### src/rtl/dmsb_pkg.sv
package dmsb_pkg;

    typedef enum logic [1:0] {
        ST_FIFO_RUN   = 2'd0,
        ST_SNAP_ARMED = 2'd1,
        ST_SNAP_BURST = 2'd2
    } dmsb_state_e;

endpackage

### src/rtl/dmsb_store.sv
module dmsb_store #(
    parameter int DATA_W = 16,
    parameter int AW     = 3
) (
    input  logic              clk,
    input  logic              rst_n,
    input  logic              we,
    input  logic [AW-1:0]     waddr,
    input  logic [DATA_W-1:0] wdata,
    input  logic [AW-1:0]     raddr,
    output logic [DATA_W-1:0] rdata
);
    localparam int DEPTH = 1 << AW;

    logic [DATA_W-1:0] cells [DEPTH];

    for (genvar g = 0; g < DEPTH; g++) begin : g_cell
        always_ff @(posedge clk or negedge rst_n) begin
            if (!rst_n)
                cells[g] <= '0;
            else if (we && (waddr == AW'(g)))
                cells[g] <= wdata;
        end
    end

    assign rdata = cells[raddr];
endmodule

### src/rtl/dmsb_ctrl.sv
module dmsb_ctrl
    import dmsb_pkg::*;
#(
    parameter int AW    = 3,
    parameter int IVL_W = 8,
    parameter int BL_W  = 4
) (
    input  logic             clk,
    input  logic             rst_n,
    input  logic             mode_fifo,
    input  logic             ptr_reset,
    input  logic             in_valid,
    input  logic [IVL_W-1:0] interval,
    input  logic [BL_W-1:0]  burst_len,
    output logic             clear_o,
    output logic             wr_req_o,
    output logic             snap_start_o,
    output logic             fifo_active_o
);
    localparam int DEPTH = 1 << AW;
    localparam int BCW   = AW + 1;

    dmsb_state_e      state_q, state_d;
    logic             mode_q;
    logic [IVL_W-1:0] ivl_q, ivl_d;
    logic [BCW-1:0]   burst_q, burst_d;
    logic [BCW-1:0]   n_eff;
    logic             timeout;

    // burst length clamp: 0 -> 1, above DEPTH -> DEPTH
    always_comb begin
        if (burst_len == '0)
            n_eff = BCW'(1);
        else if (int'(burst_len) > DEPTH)
            n_eff = BCW'(DEPTH);
        else
            n_eff = BCW'(burst_len);
    end

    assign clear_o = ptr_reset | (mode_fifo != mode_q);
    assign timeout = in_valid && (ivl_q == interval);

    // state register
    always_ff @(posedge clk or negedge rst_n) begin
        if (!rst_n)
            state_q <= ST_SNAP_ARMED;
        else
            state_q <= state_d;
    end

    // counters and mode history
    always_ff @(posedge clk or negedge rst_n) begin
        if (!rst_n) begin
            mode_q  <= 1'b0;
            ivl_q   <= '0;
            burst_q <= '0;
        end else begin
            mode_q  <= mode_fifo;
            ivl_q   <= ivl_d;
            burst_q <= burst_d;
        end
    end

    // next state and outputs
    always_comb begin
        state_d      = state_q;
        ivl_d        = ivl_q;
        burst_d      = burst_q;
        wr_req_o     = 1'b0;
        snap_start_o = 1'b0;
        if (clear_o) begin
            state_d = mode_fifo ? ST_FIFO_RUN : ST_SNAP_ARMED;
            ivl_d   = '0;
            burst_d = '0;
        end else begin
            unique case (state_q)
                ST_FIFO_RUN: begin
                    wr_req_o = in_valid;
                end
                ST_SNAP_ARMED: begin
                    if (in_valid)
                        ivl_d = timeout ? '0 : ivl_q + IVL_W'(1);
                    if (timeout) begin
                        wr_req_o     = 1'b1;
                        snap_start_o = 1'b1;
                        if (n_eff != BCW'(1)) begin
                            state_d = ST_SNAP_BURST;
                            burst_d = BCW'(1);
                        end
                    end
                end
                ST_SNAP_BURST: begin
                    if (in_valid) begin
                        ivl_d    = timeout ? '0 : ivl_q + IVL_W'(1);
                        wr_req_o = 1'b1;
                        if (burst_q + BCW'(1) == n_eff) begin
                            state_d = ST_SNAP_ARMED;
                            burst_d = '0;
                        end else begin
                            burst_d = burst_q + BCW'(1);
                        end
                    end
                end
                default: begin
                    state_d = mode_fifo ? ST_FIFO_RUN : ST_SNAP_ARMED;
                end
            endcase
        end
    end

    assign fifo_active_o = (state_q == ST_FIFO_RUN);
endmodule

### src/rtl/dmsb_ptrs.sv
module dmsb_ptrs #(
    parameter int AW = 3
) (
    input  logic          clk,
    input  logic          rst_n,
    input  logic          clear,
    input  logic          snap_start,
    input  logic          wr_req,
    input  logic          rd_advance,
    input  logic          fifo_active,
    input  logic [AW-1:0] thresh,
    output logic          wr_en_o,
    output logic [AW-1:0] wr_addr_o,
    output logic [AW-1:0] rd_addr_o,
    output logic [AW:0]   depth_o,
    output logic          ready_o,
    output logic          irq_o,
    output logic          overflow_o
);
    localparam int DEPTH = 1 << AW;
    localparam int CW    = AW + 1;

    logic [AW-1:0] rd_q, wr_q;
    logic [CW-1:0] depth_q, eff;
    logic          full, acc_wr, acc_rd, ovf_q, irq_q;

    assign eff    = (thresh == '0) ? CW'(1) : {1'b0, thresh};
    assign full   = (depth_q == CW'(DEPTH));
    assign acc_wr = wr_req && !clear && (snap_start || !full);
    assign acc_rd = rd_advance && !clear && !snap_start && (depth_q != '0);

    always_ff @(posedge clk or negedge rst_n) begin
        if (!rst_n) begin
            rd_q    <= '1;
            wr_q    <= '0;
            depth_q <= '0;
            ovf_q   <= 1'b0;
            irq_q   <= 1'b0;
        end else if (clear) begin
            rd_q    <= '1;
            wr_q    <= '0;
            depth_q <= '0;
            ovf_q   <= 1'b0;
            irq_q   <= 1'b0;
        end else if (snap_start) begin
            rd_q    <= '1;
            wr_q    <= AW'(1);
            depth_q <= CW'(1);
            irq_q   <= 1'b0;
        end else begin
            if (acc_wr)
                wr_q <= wr_q + AW'(1);
            if (acc_rd)
                rd_q <= rd_q + AW'(1);
            if (acc_wr && !acc_rd)
                depth_q <= depth_q + CW'(1);
            else if (acc_rd && !acc_wr)
                depth_q <= depth_q - CW'(1);
            if (wr_req && full && fifo_active)
                ovf_q <= 1'b1;
            irq_q <= fifo_active && acc_wr && !acc_rd && (depth_q == eff - CW'(1));
        end
    end

    assign wr_en_o    = acc_wr;
    assign wr_addr_o  = snap_start ? '0 : wr_q;
    assign rd_addr_o  = rd_q + AW'(1);
    assign depth_o    = depth_q;
    assign ready_o    = fifo_active && (depth_q >= eff);
    assign irq_o      = irq_q;
    assign overflow_o = ovf_q;
endmodule

### src/rtl/dual_mode_sample_buf.sv
module dual_mode_sample_buf #(
    parameter int DATA_W = 16,
    parameter int AW     = 3,
    parameter int IVL_W  = 8,
    parameter int BL_W   = 4
) (
    input  logic              clk,
    input  logic              rst_n,
    input  logic              mode_fifo,
    input  logic [AW-1:0]     fifo_thresh,
    input  logic [IVL_W-1:0]  snap_interval,
    input  logic [BL_W-1:0]   snap_count,
    input  logic              ptr_reset,
    input  logic              rd_advance,
    input  logic              in_valid,
    input  logic [DATA_W-1:0] in_data,
    output logic [DATA_W-1:0] rd_data,
    output logic [AW:0]       fill_depth,
    output logic              ready,
    output logic              irq,
    output logic              overflow
);
    logic          clear, wr_req, snap_start, fifo_active, wr_en;
    logic [AW-1:0] wr_addr, rd_addr;

    dmsb_ctrl #(.AW(AW), .IVL_W(IVL_W), .BL_W(BL_W)) u_ctrl (
        .clk           (clk),
        .rst_n         (rst_n),
        .mode_fifo     (mode_fifo),
        .ptr_reset     (ptr_reset),
        .in_valid      (in_valid),
        .interval      (snap_interval),
        .burst_len     (snap_count),
        .clear_o       (clear),
        .wr_req_o      (wr_req),
        .snap_start_o  (snap_start),
        .fifo_active_o (fifo_active)
    );

    dmsb_ptrs #(.AW(AW)) u_ptrs (
        .clk         (clk),
        .rst_n       (rst_n),
        .clear       (clear),
        .snap_start  (snap_start),
        .wr_req      (wr_req),
        .rd_advance  (rd_advance),
        .fifo_active (fifo_active),
        .thresh      (fifo_thresh),
        .wr_en_o     (wr_en),
        .wr_addr_o   (wr_addr),
        .rd_addr_o   (rd_addr),
        .depth_o     (fill_depth),
        .ready_o     (ready),
        .irq_o       (irq),
        .overflow_o  (overflow)
    );

    dmsb_store #(.DATA_W(DATA_W), .AW(AW)) u_store (
        .clk   (clk),
        .rst_n (rst_n),
        .we    (wr_en),
        .waddr (wr_addr),
        .wdata (in_data),
        .raddr (rd_addr),
        .rdata (rd_data)
    );
endmodule

### config.mk
export PLATFORM = sky130hd
export DESIGN_NAME = dual_mode_sample_buf
export DESIGN_NICKNAME = d
export VERILOG_FILES = /design/src/rtl/dmsb_pkg.sv /design/src/rtl/dmsb_store.sv /design/src/rtl/dmsb_ctrl.sv /design/src/rtl/dmsb_ptrs.sv /design/src/rtl/dual_mode_sample_buf.sv
export SDC_FILE = /design/constraint.sdc
export NUM_CORES = 1
export LEC_CHECK = 0
export BUFFER_PORTS_ARGS = -buffer_cell sky130_fd_sc_hd__buf_2
export CAP_MARGIN = 20
export CORE_MARGIN = 2
export CORE_UTILIZATION = 54
export DETAILED_ROUTE_END_ITERATION = 7
export PLACE_DENSITY = 0.76
export RECOVER_POWER = 25
export SLEW_MARGIN = 5
export SYNTH_ARGS = -nofsm -noshare
export SYNTH_HDL_FRONTEND = slang
export SYNTH_SLANG_ARGS = --single-unit
### constraint.sdc
create_clock -name clk -period 3.03 [get_ports clk]
set_clock_uncertainty 0.2 [all_clocks]
set_input_delay 0.606 -clock clk [delete_from_list [all_inputs] [get_ports clk]]
set_output_delay 0.606 -clock clk [all_outputs]
set_load 0.01 [all_outputs]
# After elaboration in Yosys (flattened, before gate mapping)
# Index checks and enable logic that the tools add are counted.
[word_totals]
wordCells = 140
regBits = 155
in_bits = 37
[op_classes]
n_addsub = 7
eq_ne = 21
bitwise_logic = 2
n_reduce_logical = 45
magnitude_cmp = 3
n_mux = 45
[op_table]
columns = ["operator", "n"]
rows = [
  ["$bmux 16 s3", 1],
  ["$mux 4", 11],
  ["$mux 16", 2],
  ["$mux 8", 4],
  ["$mux 3", 8],
  ["$logic_and 1x1->1", 22],
  ["$eq 3x3->1 const B", 4],
  ["$mux 1", 11],
  ["$mux 2", 5],
  ["$ne 3x1->1 const B", 3],
  ["$reduce_bool 3->1", 3],
  ["$add 4x1->4 const B", 2],
  ["$add 8x1->8 const B", 1],
  ["$eq 4x4->1", 2],
  ["$eq 8x8->1", 1],
  ["$pmux 4 s2", 1],
  ["$reduce_bool 4->1", 2],
  ["$sub 4x1->4 const B", 2],
  ["$add 3x1->3 const B", 2],
  ["$eq 3x2->1 const B", 2],
  ["$logic_not 3->1", 2],
  ["$pmux 2 s3", 1],
  ["$reduce_bool 2->1", 3],
  ["$logic_not 1->1", 5],
  ["other kinds (21)", 23],
]

# Depth between registers and ports, before layout
[depth]
word_depth = 13
depth_mapped = 15
mapped_depth_nobuf = 14

# Cells and area by module
# Synthesis repeated with hierarchy kept, for this count alone.
[unflattened]
cells_unflattened = 564
hier_area_um2 = 8002.7
[by_module_without_submodules]
columns = ["mod", "cells_each", "n_inst", "area_each_um2", "seq_area_each_um2"]
rows = [
  ["dmsb_store", 336, 1, 5930.7, 3203.1],
  ["dmsb_ctrl", 140, 1, 1233.7, 376.6],
  ["dmsb_ptrs", 88, 1, 838.3, 304.0],
]

# Worst setup path before layout
# No wires, ideal clock.
[synth_path]
kind = "in2reg"
from = "input mode_fifo"
to = "register u_ptrs.depth_q[3], in the netlist u_ptrs.depth_o[3]"
path_slack_ns = -0.386
t_arrival_ns = 3.094
path_stages = 13
t_required_ns = 2.709
setup_ns = 0.121
cell_sequence = "xor2_1 -> or2_2 -> clkbuf_1 -> o41ai_1 -> ha_1 -> inv_1 -> ha_1 -> a21o_1 -> a21oi_1 -> xnor2_1 -> nor2_1 -> xnor2_1 -> nor2_1"
[synth_between]
elab_chain_len = 11
elab_cells_between_ends = 20
cone_classes = "1 x eq/ne; 5 x mux; 1 x bitwise; 13 x reduce/logical"
[synth_rtl]
columns = ["item", "line_no", "source"]
rows = [
  ["start, declared", "dual_mode_sample_buf.sv:9", "input logic mode_fifo,"],
  ["$ne 1x1->1 *", "dmsb_ctrl.sv:40", "assign clear_o = ptr_reset | (mode_fifo != mode_q);"],
  ["$or 1x1->1 *", "dmsb_ctrl.sv:40", ""],
  ["$mux 1 or $logic_not 1->1 (tied branches)", "dmsb_ctrl.sv:71, dmsb_ptrs.sv:29, dmsb_ptrs.sv:30", ""],
  ["$logic_not 1->1 or $logic_and 1x1->1 (tied branches)", "dmsb_ptrs.sv:30", "assign acc_rd = rd_advance && !clear && !snap_start && (depth_q != '0);"],
  ["$logic_and 1x1->1 (2 in a row)", "dmsb_ptrs.sv:30", ""],
  ["$logic_not 1->1", "dmsb_ptrs.sv:55", "if (acc_wr && !acc_rd)"],
  ["$logic_and 1x1->1", "dmsb_ptrs.sv:55", ""],
  ["$mux 4", "dmsb_ptrs.sv:55", ""],
  ["$mux 4", "dmsb_ptrs.sv:45", "end else if (snap_start) begin"],
  ["$mux 4", "dmsb_ptrs.sv:39", "end else if (clear) begin"],
  ["end signal, assigned", "dmsb_ptrs.sv:56", "depth_q <= depth_q + CW'(1);"],
  ["end signal, assigned", "dmsb_ptrs.sv:58", "depth_q <= depth_q - CW'(1);"],
  ["end, declared", "dmsb_ptrs.sv:24", "logic [CW-1:0] depth_q, eff;"],
]
# Mark *: on every way between the ends. The rest lies on a longest branch, timed or not.
# A chain may end at the register's enable or synchronous reset.

# Worst setup path in the final report
[layout_path]
from = "register u_ptrs.rd_q[0]"
to = "output rd_data[3]"
[layout_between]
elab_chain_len = 5
[layout_rtl]
columns = ["item", "line_no", "source"]
rows = [
  ["start, declared", "dmsb_ptrs.sv:23", "logic [AW-1:0] rd_q, wr_q;"],
  ["start signal, assigned", "dmsb_ptrs.sv:54", "rd_q <= rd_q + AW'(1);"],
  ["$add 3x1->3", "dmsb_ptrs.sv:67", "assign rd_addr_o = rd_q + AW'(1);"],
  ["$not 3->4 (not written as such)", "dmsb_store.sv:26", "assign rdata = cells[raddr];"],
  ["$bmux 16 s3", "dmsb_store.sv:26", ""],
  ["$mux 16 (not written as such) (2 in a row)", "dmsb_store.sv:26", ""],
  ["end, declared", "dual_mode_sample_buf.sv:17", "output logic [DATA_W-1:0] rd_data,"],
]
# No other way between the ends. The select of a mux whose other input is x is not followed.

==> implementation parameters <==
Parameter                              Value

Critical path
  Data required time at the worst endpoint ... 2.22 ns
  Slowest library cell on the worst path ... dfstp_2
  Setup slack of the worst register-to-register path ... 0.11 ns
  Launching point of the worst reg2reg path ... u_ctrl.ivl_q[2]$_DFFE_PN0P_
  FF-to-FF End ... u_ptrs.depth_o[3]$_DFFE_PN0P_
  Critical path launch point type ... register
  Delay-heaviest family, CP ... multiplexers
  Critical path class ... reg -> out
  Arrival time of data at the critical path endpoint ... 2.24 ns
  Count of buffer and inverter cells on the critical path ... 2
  Depth of the critical timing path with buffers and inverters included ... 4
  Crit-path cells ... buf_12, mux4_2, mux2_4, buf_6
  Capture point of the critical path ... rd_data[3]
  CP startpoint ... u_ptrs.rd_q[0]$_DFFE_PN1P_
  Worst setup EP type ... output pin
  Count of cells along the worst register-to-register path ... 13
  CP peak stage delay ... 0.61 ns
  Max Fanout on Critical Path ... 23

Die
  X dimension of the die ... 124 um
  Number of core rows ... 43
  Die Ht ... 124 um
  Core outline area ... 14000 um2
  Initial standard-cell utilization of the core ... 0.555
  Floorplan die area ... 15400 um2
  Boundary Pins ... 60

STA
  Tcrit/Tclk final ... 1.01
  Number of slew-limit violations in the final report ... 72
  Normalized max-slew margin ... -0.205
  Unrepaired setup endpoints after global routing ... yes
  Achievable clock frequency ... 328 MHz
  Setup TNS ... -0.0544 ns
  Tightest Pin Transition ... 1.81 ns
  Final worst slack ... -0.0177 ns
  Final hold viol count ... 0
  Number of failing setup endpoints in the final timing report ... 6
  Worst hold slack ... 0.157 ns
  Time the worst path needs with I/O delays and setup ... 3.05 ns

Synth
  Fraction of synthesis flops using an asynchronous set or reset pin ... 1.00
  Yosys cell types ... 56
  Number of enable flip-flop cells after synthesis ... 0
  Nets in the synthesized netlist ... 613
  Register area share after synthesis ... 0.500
  Post-synthesis cell count ... 560
  Cell Area, Synth ... 7760 um2
  Number of register bits inferred by synthesis ... 155
  Predominant post-synthesis flop cell ... dfrtp_1
  Per-instance average area after synthesis ... 13.9 um2
  Synthesis warning total ... 0

Run status
  Violations in the final reports ... max-capacitance violations, max-slew violations, negative setup slack
  Outcome ... complete, but fails checks

Placed design
  Routability Congestion ... 0.811
  Detailed Place HPWL ... 10900 um
  Number of port buffers ... 59

Routing
  Number of vias in the routed layout ... 4970
  Total wirelength of the detailed-routed design ... 16500 um
  Starting DRT DRC Count ... 337
  Antenna viol nets, final ... 0
  Drt first pass iters ... 4
  Drt drc ... 0
  Average vias per placed instance ... 5.89
  Avg WL per Cell ... 19.6 um

Cells and area
  Most common cell after layout, fill and taps aside ... dfrtp_1
  Area overhead of the layout relative to synthesis ... 19.4%
  Final cell utilization of the core ... 0.663
  Commonest non-fill, non-tap cells in the layout ... dfrtp_1, mux2_2, buf_2, mux4_2, buf_4
  Final net count ... 706
  Layout cells sized above 1 ... 0.508
  Final antenna diode count ... 0

Global routing
  Vias in the first global route ... 5279
  Global-route wire length before repair ... 26700 um
  Initial antenna violation count ... 0
  GR Util All Layers ... 0.231
  Grt ovf ... 0
  Largest net degree at the start of global routing ... 73

Clock network
  Clock tree from TritonCTS ... built
  Number of buffers on the longest clock path ... 2
  Insertion delay to the later sink of the worst-skew pair ... 0.42 ns
  Deepest level of the CTS H-tree ... 4
  Buffer type at the clock tree root ... clkbuf_16
  Number of sinks handled by clock tree synthesis ... 155
  Number of buffers created by CTS ... 17
  Worst-path clk slew ... 0.06 ns

Hold path
  Tightest Hold Check Type ... in -> reg

Power and ir drop
  IR drop worst, VDD ... 411 uV
  Power density over cell area ... 569 nW/um2
  Leakage component of the power ... 4.36 nW

Run
  Max cap viols ... 1
[flip-flops by register name, summed over array words and instances (netlist names)]
signal / count
u_ptrs.rd_q: 3
u_ptrs.wr_q: 3
u_store.cells: 128
u_ctrl.burst_q: 4
u_ctrl.state_q: 2
u_ptrs.irq_o: 1
u_ctrl.ivl_q: 8
u_ptrs.overflow_o: 1
u_ctrl.mode_q: 1
u_ptrs.depth_o: 4
[worst min-delay path by stage]
stage / cells past startpoint / start / slack (ns) / endpoint
2_1_floorplan: 0 / rst_n / 0.11 / u_ctrl.burst_q[0]$_DFFE_PN0P_
3_3_place_gp: 1 / u_store.cells[95]$_DFFE_PN0P_ / 0.28 / u_store.cells[95]$_DFFE_PN0P_
3_5_place_dp: 1 / u_store.cells[2]$_DFFE_PN0P_ / 0.29 / u_store.cells[2]$_DFFE_PN0P_
4_1_cts: 1 / rst_n / 0.03 / u_store.cells[20]$_DFFE_PN0P_
5_1_grt: 1 / mode_fifo / 0.17 / u_ctrl.mode_q$_DFF_PN0_
6_report: 1 / mode_fifo / 0.16 / u_ctrl.mode_q$_DFF_PN0_
[layer usage]
metal | up-vias | track usage | wire length, um
li1 | 2252 | - | -
met1 | 2566 | 0.296 | 6970
met2 | 128 | 0.397 | 8540
met3 | 24 | 0.0517 | 760
met4 | 0 | 0.0688 | 233
met5 | - | 0 | 0
[cell usage after synthesis (all sizes together), types with 8 or more instances]
cell type | n | area, um2
a21oi | 21 | 105
nand3 | 9 | 45.0
o21ai | 10 | 53.8
buf | 13 | 85.1
xnor2 | 13 | 114
xor2 | 9 | 78.8
mux2 | 144 | 1660
ha | 15 | 188
nor2 | 32 | 138
clkbuf | 10 | 37.5
dfrtp | 151 | 3780
nor3 | 8 | 45.0
nand2 | 19 | 71.3
inv | 11 | 41.3
mux4 | 32 | 721
[report_power, final]
group | total, mW | switching, mW | internal, mW
registers | 2.27 | 0.0725 | 2.20
clock network | 1.98 | 0.828 | 1.15
logic | 1.02 | 0.442 | 0.583
[cells by family after synthesis]
kind of cell	after synthesis	synth area share
buffers and inverters	34	0.0211
adder cells (fa/ha/maj)	16	0.0268
flip-flops	155	0.500
AO/OA/AOI/OAI	53	0.0471
AND/OR/NAND/NOR	100	0.0667
multiplexers	179	0.310
XOR/XNOR	23	0.0277
[per-stage QoR]
| stage | total power [mW] | worst slack [ns] | std cells | area (um2) |
|---|---|---|---|---|
| 6_report | 5.27 | -0.0177 | 844 | 9270 |
| 5_1_grt | 5.51 | -0.0943 | 844 | 9270 |
| 4_1_cts | 5.23 | -0.0163 | 843 | 9200 |
| 3_5_place_dp | 3.20 | -0.263 | 811 | 8570 |
| 3_3_place_gp | 3.15 | -0.161 | 811 | 8570 |
| 2_1_floorplan | 2.86 | -0.0773 | 560 | 7830 |
[worst register-to-register path, delay by kind of cell, from the launching register on]
family          cells  cell delay (ns)
flops               1             0.45
compound gates      3             0.54
simple gates        4             0.70
fa+ha+maj           2             0.46
buf+inv             1             0.05
xor+xnor            3             0.39
[cell type report]
class                      instances  area [um2]
sequential                       155        3890
fill                             993        4720
clock buffer                      22         494
multi-input combinational        371        3850
timing repair buffer              97         706
tap                              180         225
clock inverter                     8        61.3
inverter                          11        41.3
[repair_timing]
action,4_1_cts,5_1_grt
pin swaps,2,7
gates cloned,0,0
endpoints found under the setup margin,17,18
setup buffers,2,1
endpoints found under the hold margin,0,0
hold buffers,0,0
gates resized for setup,14,17
No activity file was read; power rests on OpenSTA's default activity.
